## src/rtl/eeprom_seq.sv

```systemverilog
module eeprom_seq #(
  parameter int CLK_DIV    = 4,
  parameter int POLL_LIMIT = 1024
) (
  input  logic        clk,
  input  logic        rst_n,
  input  logic        start,
  input  logic [1:0]  op,
  input  logic [5:0]  addr,
  input  logic [15:0] wdata,
  output logic        busy,
  output logic [15:0] rdata,
  output logic        timeout,
  output logic        cs,
  output logic        sk,
  output logic        sd_out,
  input  logic        sd_in
);

  localparam int DIVW = (CLK_DIV > 1) ? $clog2(CLK_DIV) : 1;
  localparam int PW   = $clog2(POLL_LIMIT + 1);

  typedef enum logic [1:0] {S_IDLE, S_SHIFT, S_GAP, S_POLL} st_t;

  st_t             st;
  logic [DIVW-1:0] div;
  logic            ph;
  logic [24:0]     sh;
  logic [4:0]      bitn, last;
  logic            pgm, rd;
  logic [15:0]     din;
  logic [PW-1:0]   pcnt;

  wire tick = (st != S_IDLE) && (div == DIVW'(CLK_DIV - 1));

  assign busy   = (st != S_IDLE);
  assign cs     = (st == S_SHIFT) || (st == S_POLL);
  assign sk     = (st == S_SHIFT) && ph;
  assign sd_out = (st == S_SHIFT) && sh[24];

  always_ff @(posedge clk) begin
    if (!rst_n) begin
      st      <= S_IDLE;
      div     <= '0;
      ph      <= 1'b0;
      sh      <= '0;
      bitn    <= '0;
      last    <= '0;
      pgm     <= 1'b0;
      rd      <= 1'b0;
      din     <= '0;
      pcnt    <= '0;
      rdata   <= '0;
      timeout <= 1'b0;
    end else begin
      if (st == S_IDLE || tick) div <= '0;
      else                      div <= div + 1'b1;
      case (st)
        S_IDLE: if (start) begin
          st   <= S_SHIFT;
          ph   <= 1'b0;
          bitn <= '0;
          sh   <= {1'b1, op, addr, (op == 2'b01) ? wdata : 16'h0};
          last <= (op == 2'b01) ? 5'd24 : (op == 2'b10) ? 5'd25 : 5'd8;
          pgm  <= op[0];
          rd   <= (op == 2'b10);
          pcnt <= '0;
        end
        S_SHIFT: if (tick) begin
          if (!ph) begin
            ph  <= 1'b1;
            din <= {din[14:0], sd_in};
          end else begin
            ph <= 1'b0;
            if (bitn == last) begin
              st <= pgm ? S_GAP : S_IDLE;
              if (rd) rdata <= din;
            end else begin
              bitn <= bitn + 1'b1;
              sh   <= {sh[23:0], 1'b0};
            end
          end
        end
        S_GAP: if (tick) begin
          ph <= ~ph;
          if (ph) st <= S_POLL;
        end
        S_POLL: if (tick) begin
          if (sd_in) st <= S_IDLE;
          else if (pcnt == PW'(POLL_LIMIT - 1)) begin
            st      <= S_IDLE;
            timeout <= 1'b1;
          end else pcnt <= pcnt + 1'b1;
        end
        default: st <= S_IDLE;
      endcase
    end
  end

  a_r6_sk_needs_cs: assert property (@(posedge clk) disable iff (!rst_n)
    sk |-> cs);
  a_r6_dout_sk_low: assert property (@(posedge clk) disable iff (!rst_n)
    !$stable(sd_out) |-> !sk);
  a_r2_done_quiet: assert property (@(posedge clk) disable iff (!rst_n)
    $fell(busy) |-> (!cs && !sk));
  a_r8_start_ignored: assert property (@(posedge clk) disable iff (!rst_n)
    (busy && start) |=> ($stable(last) && $stable(pgm)));
  a_r5_rdata_at_end: assert property (@(posedge clk) disable iff (!rst_n)
    !$stable(rdata) |-> $fell(busy));
  a_r9_timeout_sticky: assert property (@(posedge clk) disable iff (!rst_n)
    timeout |=> timeout);
  a_r9_timeout_ends: assert property (@(posedge clk) disable iff (!rst_n)
    $rose(timeout) |-> !busy);

endmodule

```

## config.mk

```make
export PLATFORM = sky130hd
export DESIGN_NAME = eeprom_seq
export DESIGN_NICKNAME = d
export VERILOG_FILES = /design/src/rtl/eeprom_seq.sv
export SDC_FILE = /design/constraint.sdc
export NUM_CORES = 1
export LEC_CHECK = 0
export BUFFER_PORTS_ARGS = -buffer_cell sky130_fd_sc_hd__buf_4
export CORE_UTILIZATION = 51
export DETAILED_ROUTE_END_ITERATION = 8
export PLACE_DENSITY = 0.77
export SKIP_LAST_GASP = 1
export SLEW_MARGIN = 0
export SYNTH_ARGS = -nofsm -noshare
export SYNTH_HDL_FRONTEND = slang
export SYNTH_SLANG_ARGS = --single-unit
```

## constraint.sdc

```tcl
create_clock -name clk -period 5.48 [get_ports clk]
set_input_delay 0.548 -clock clk [delete_from_list [all_inputs] [get_ports clk]]
set_output_delay 0.548 -clock clk [all_outputs]
set_load 0.1 [all_outputs]
```

Word-level counts from Yosys, hierarchy flattened

Index checks and enable logic that the tools add are counted.
Widths: inputs -> output; s select.

Bits in registers: 86
Word-level logic and storage cells: 90

Multiplexer cells: 34
Add/sub/neg operators: 3
Reductions and logical operators: 19
Equal/unequal tests: 19
Bitwise operators: 3

Operator list:

| cell                  | count |
|---|---|
| $mux 25               | 4 |
| $pmux 25 s2           | 1 |
| $mux 11               | 4 |
| $mux 5                | 6 |
| $pmux 11 s2           | 1 |
| $mux 2                | 10 |
| $ne 2x2->1 const B    | 9 |
| $mux 16               | 1 |
| $reduce_and 5->1      | 3 |
| $add 11x1->11 const B | 1 |
| $eq 11x10->1 const B  | 1 |
| $pmux 5 s2            | 1 |
| $eq 2x2->1 const B    | 4 |
| $pmux 2 s4            | 1 |
| $reduce_and 4->1      | 2 |
| $reduce_and 8->1      | 1 |
| $reduce_bool 2->1     | 3 |
| $add 5x1->5 const B   | 1 |
| $eq 5x5->1            | 1 |
| $eq 2x1->1 const B    | 2 |
| $mux 1                | 4 |
| $logic_and 1x1->1     | 3 |
| $ne 3x2->1 const B    | 1 |
| $not 1->1             | 3 |
| other kinds (9)       | 10 |

Logic depth before layout (Yosys ltp)

Depth after elaboration: 5
Depth in mapped cells: 10
Depth with buffers taken out: 6

Worst setup path before layout

Ideal clock, no wire load.

Path kind: register to output
Start: register (tool-made name)
End: output sd_out
Arrival time: 1.959 ns
Buffers on the path: 3
Setup slack: 2.973 ns
Cell stages (with the launch flop): 7
Data required time: 4.932 ns
Cell sequence: dfxtp_1 > inv_1 > ha_1 > buf_2 > clkbuf_1 > clkbuf_1 > and2_1

RTL lines:

| item      | RTL line | source |
|---|---|---|
| to (decl) | 16       | `output logic sd_out,` |

==> flow_metrics.py <==
metrics = {
    "power_and_ir_drop": {
        "power_leakage_nw": 1.60,
        "power.internal_mw": 1.09,
        "netSwitchingFraction_pct": 32.7,
        "power_mw": 1.63,
        "power_frac_comb_pct": 27.1,
        "power_switching_uw": 532,
        "irDropWorstVdd_uv": 202,
        "p_per_area_mw_per_mm2": 356,
        "seq_power_share_pct": 43.6,
        "p_clk_share_pct": 29.3,
    },
    "placed_design": {
        "gp_congestion": 0.789,
        "dp_slack_ns": 2.61,
        "port-buffer-count": 48,
        "dp_hpwl_microns": 5610,
    },
    "sta": {
        "report.final.hold_viol_count": 0,
        "holdWs_ns": 0.434,
        "finalCritPeriodShare_pct": 53.3,
        "max_freq_mhz": 342,
        "max_slew_margin_pct": 31.0,
        "maxSlewViolCount": 0,
        "fin_setup_tns_ns": 0,
        "layout_setup_ws_ns": 2.56,
        "tightest_slew_ns": 1.04,
        "rsz0062_at_grt": "no",
        "finalSetupViolCount": 0,
        "skew_ns": 0.0104,
        "final.min_clock_period_ns": 2.92,
    },
    "die": {
        "die_w_microns": 90.8,
        "die_area_sq_mm": 0.00824,
        "core_sq_mm": 0.00769,
        "rows": 32,
        "io-pin-count": 49,
        "start_util_pct": 52.3,
        "die_y_microns": 90.8,
    },
    "yosys": {
        "syn_nets": 493,
        "yosysSeqAreaShare_pct": 41.3,
        "synth_seq_cells": 83,
        "syn_avg_cell_area_sq_um": 8.83,
        "yosys.cell_types.count": 53,
        "netlist_area_sq_mm": 0.00402,
        "async_flop_share_pct": 0,
        "synth-edff-count": 0,
        "ys_warn_count": 0,
        "syn_inst": 455,
        "synth-main-ff-cell": "dfxtp_1",
    },
    "clock_network": {
        "holdBufCountCts": 0,
        "clk_pin_slew_worst_paths_ns": 0.08,
        "cts-buffers-inserted": 9,
        "cts_setup_buffers": 0,
        "cts_max_path_buffers": 2,
        "ctsResizeCount": 0,
        "insertion_delay_ns": 0.35,
        "cts-root-buf": "clkbuf_8",
        "cts_tree": "built",
        "htree_levels": 3,
        "clock-sinks": 83,
    },
    "layout": {
        "final_common_cell": "dfxtp_1",
        "multi_input_area_sq_mm": 0.00212,
        "n_antenna_cell": 0,
        "mostFrequentLayoutCells": "dfxtp_1 (83), nand2_1 (68), buf_4 (52), a21oi_1 (43), nor3_1 (25)",
        "nFillCells": 708,
        "seqCellArea_sq_mm": 0.00166,
        "fin_nets": 516,
        "area_growth_pct": 13.7,
        "drive_above_1_share_pct": 20.5,
    },
    "global_route": {
        "grt_max_degree": 56,
        "grt_pass1_vias": 3246,
        "antenna_found_initial": 0,
        "grt_overflow": 0,
        "grt_pass1_wl_microns": 14600,
        "grt_usage_pct": 21.6,
    },
    "worst_setup_path": {
        "cp.required_ns": 5.74,
        "max_stage_delay_ns": 0.89,
        "cp_max_fo": 55,
        "path_cells": "inv_1 -> ha_1 -> buf_4 -> and4b_1 -> o41a_1 -> a21oi_1 -> a311oi_1",
        "crit_type": "flop to flop",
        "crit_slowest_cell": "o41a_1",
        "cp-start-kind": "flop",
        "worst_setup_path_end_kind": "flop",
        "arrival_ns": 3.18,
    },
    "worst_hold_path": {
        "hp-class": "flop to flop",
        "hold_start": "div[0]",
    },
    "drt": {
        "antenna_left": 0,
        "via_count": 3367,
        "dr.first_iter.drc_count": 181,
        "via_per_inst": 5.76,
        "routed_wl_microns": 8480,
        "drc_errors": 0,
        "avgRoutedWirePerCell_microns": 14.5,
        "dr.pass1.iters": 4,
    },
    "job": {
        "drv_cap": 0,
    },
    "run_status": {
        "outcome": "complete, no violations",
    },
}
[layer usage]
layer  global-route usage, %  up-vias  part of all wire, %
li1                        -     1713                    -
met1                    27.9     1586                   48
met2                    35.4       56                   47
met3                    5.30       12                  3.6
met4                    6.88        0                  1.6
met5                       0        -                    0
[synth_stat cells (3+ instances only)]
master / number / area (sq um)
nor2_1: 7 / 26.3
a211oi_2: 7 / 87.6
inv_1: 11 / 41.3
a31oi_1: 6 / 37.5
clkbuf_1: 26 / 97.6
a311oi_2: 13 / 195
dfxtp_1: 83 / 1660
o21ai_0: 13 / 65.1
nand4_1: 5 / 31.3
a311oi_1: 8 / 70.1
ha_1: 10 / 125
mux2i_1: 11 / 110
buf_6: 3 / 33.8
nand3b_1: 16 / 120
buf_2: 8 / 40.0
xor2_1: 3 / 26.3
nor2b_1: 3 / 18.8
a21oi_1: 43 / 215
nor3_1: 25 / 125
nand2b_1: 4 / 25.0
nand2_1: 68 / 255
and2_1: 4 / 25.0
a211oi_1: 4 / 30.0
o21ai_1: 10 / 50.1
nor4_1: 3 / 18.8
nand3_1: 24 / 120
[registers in the layout, indices dropped and copies added (netlist names), 2 cells and up, named ones only]
signal and cells:
rdata 16, din 16, bitn 5, pcnt 11, last 3, div 2, sh 25
[power groups by stage]
stage | Sequential [mW] | Combinational, mW | Clock, mW
after global routing | 0.718 | 0.480 | 0.516
after detailed placement | 0.721 | 0.442 | 0
final | 0.708 | 0.441 | 0.476
after CTS | 0.708 | 0.443 | 0.488
after global placement | 0.720 | 0.429 | 0
after floorplan | 0.712 | 0.372 | 0
[cell families after synthesis]
kind of cell,synth area share [%]
compound gates,24.2
xor+xnor,0.654
fa+ha+maj,3.11
buf+inv,5.79
flops,41.3
mux,2.74
simple gates,22.2
[worst max-delay path: cells and delay by family (launching register included)]
family | cells | cell delay, ns
buf+inv | 2 | 0.54
simple gates | 1 | 0.43
fa+ha+maj | 1 | 0.16
flops | 1 | 0.34
compound gates | 3 | 1.34
[stage by stage]
step	cell area (sq um)	utilization, %	instances
after floorplan	4020	-	455
after global placement	4350	56.5	569
after detailed placement	4350	56.5	569
after CTS	4570	59.4	585
after global routing	4570	59.4	585
final	4570	59.4	585
[path summary, 6_finish.rpt]
kind | endpoint | slack [ns] | depth (start not counted)
min | div[0] | 0.43 | 1
max reg2reg | bitn[2] | 2.56 | 7
max | bitn[2] | 2.56 | 7
min reg2reg | div[0] | 0.43 | 1
[layout make-up]
class	count	share of cell area, %
flip-flops and latches	83	36.4
multi-input cells	321	46.5
clock inverters	3	0.959
well taps	102	2.79
repair buffers	52	8.55
clock buffers	13	3.92
inverters	11	0.904
Note: power is estimated with default switching activity, not from simulation.
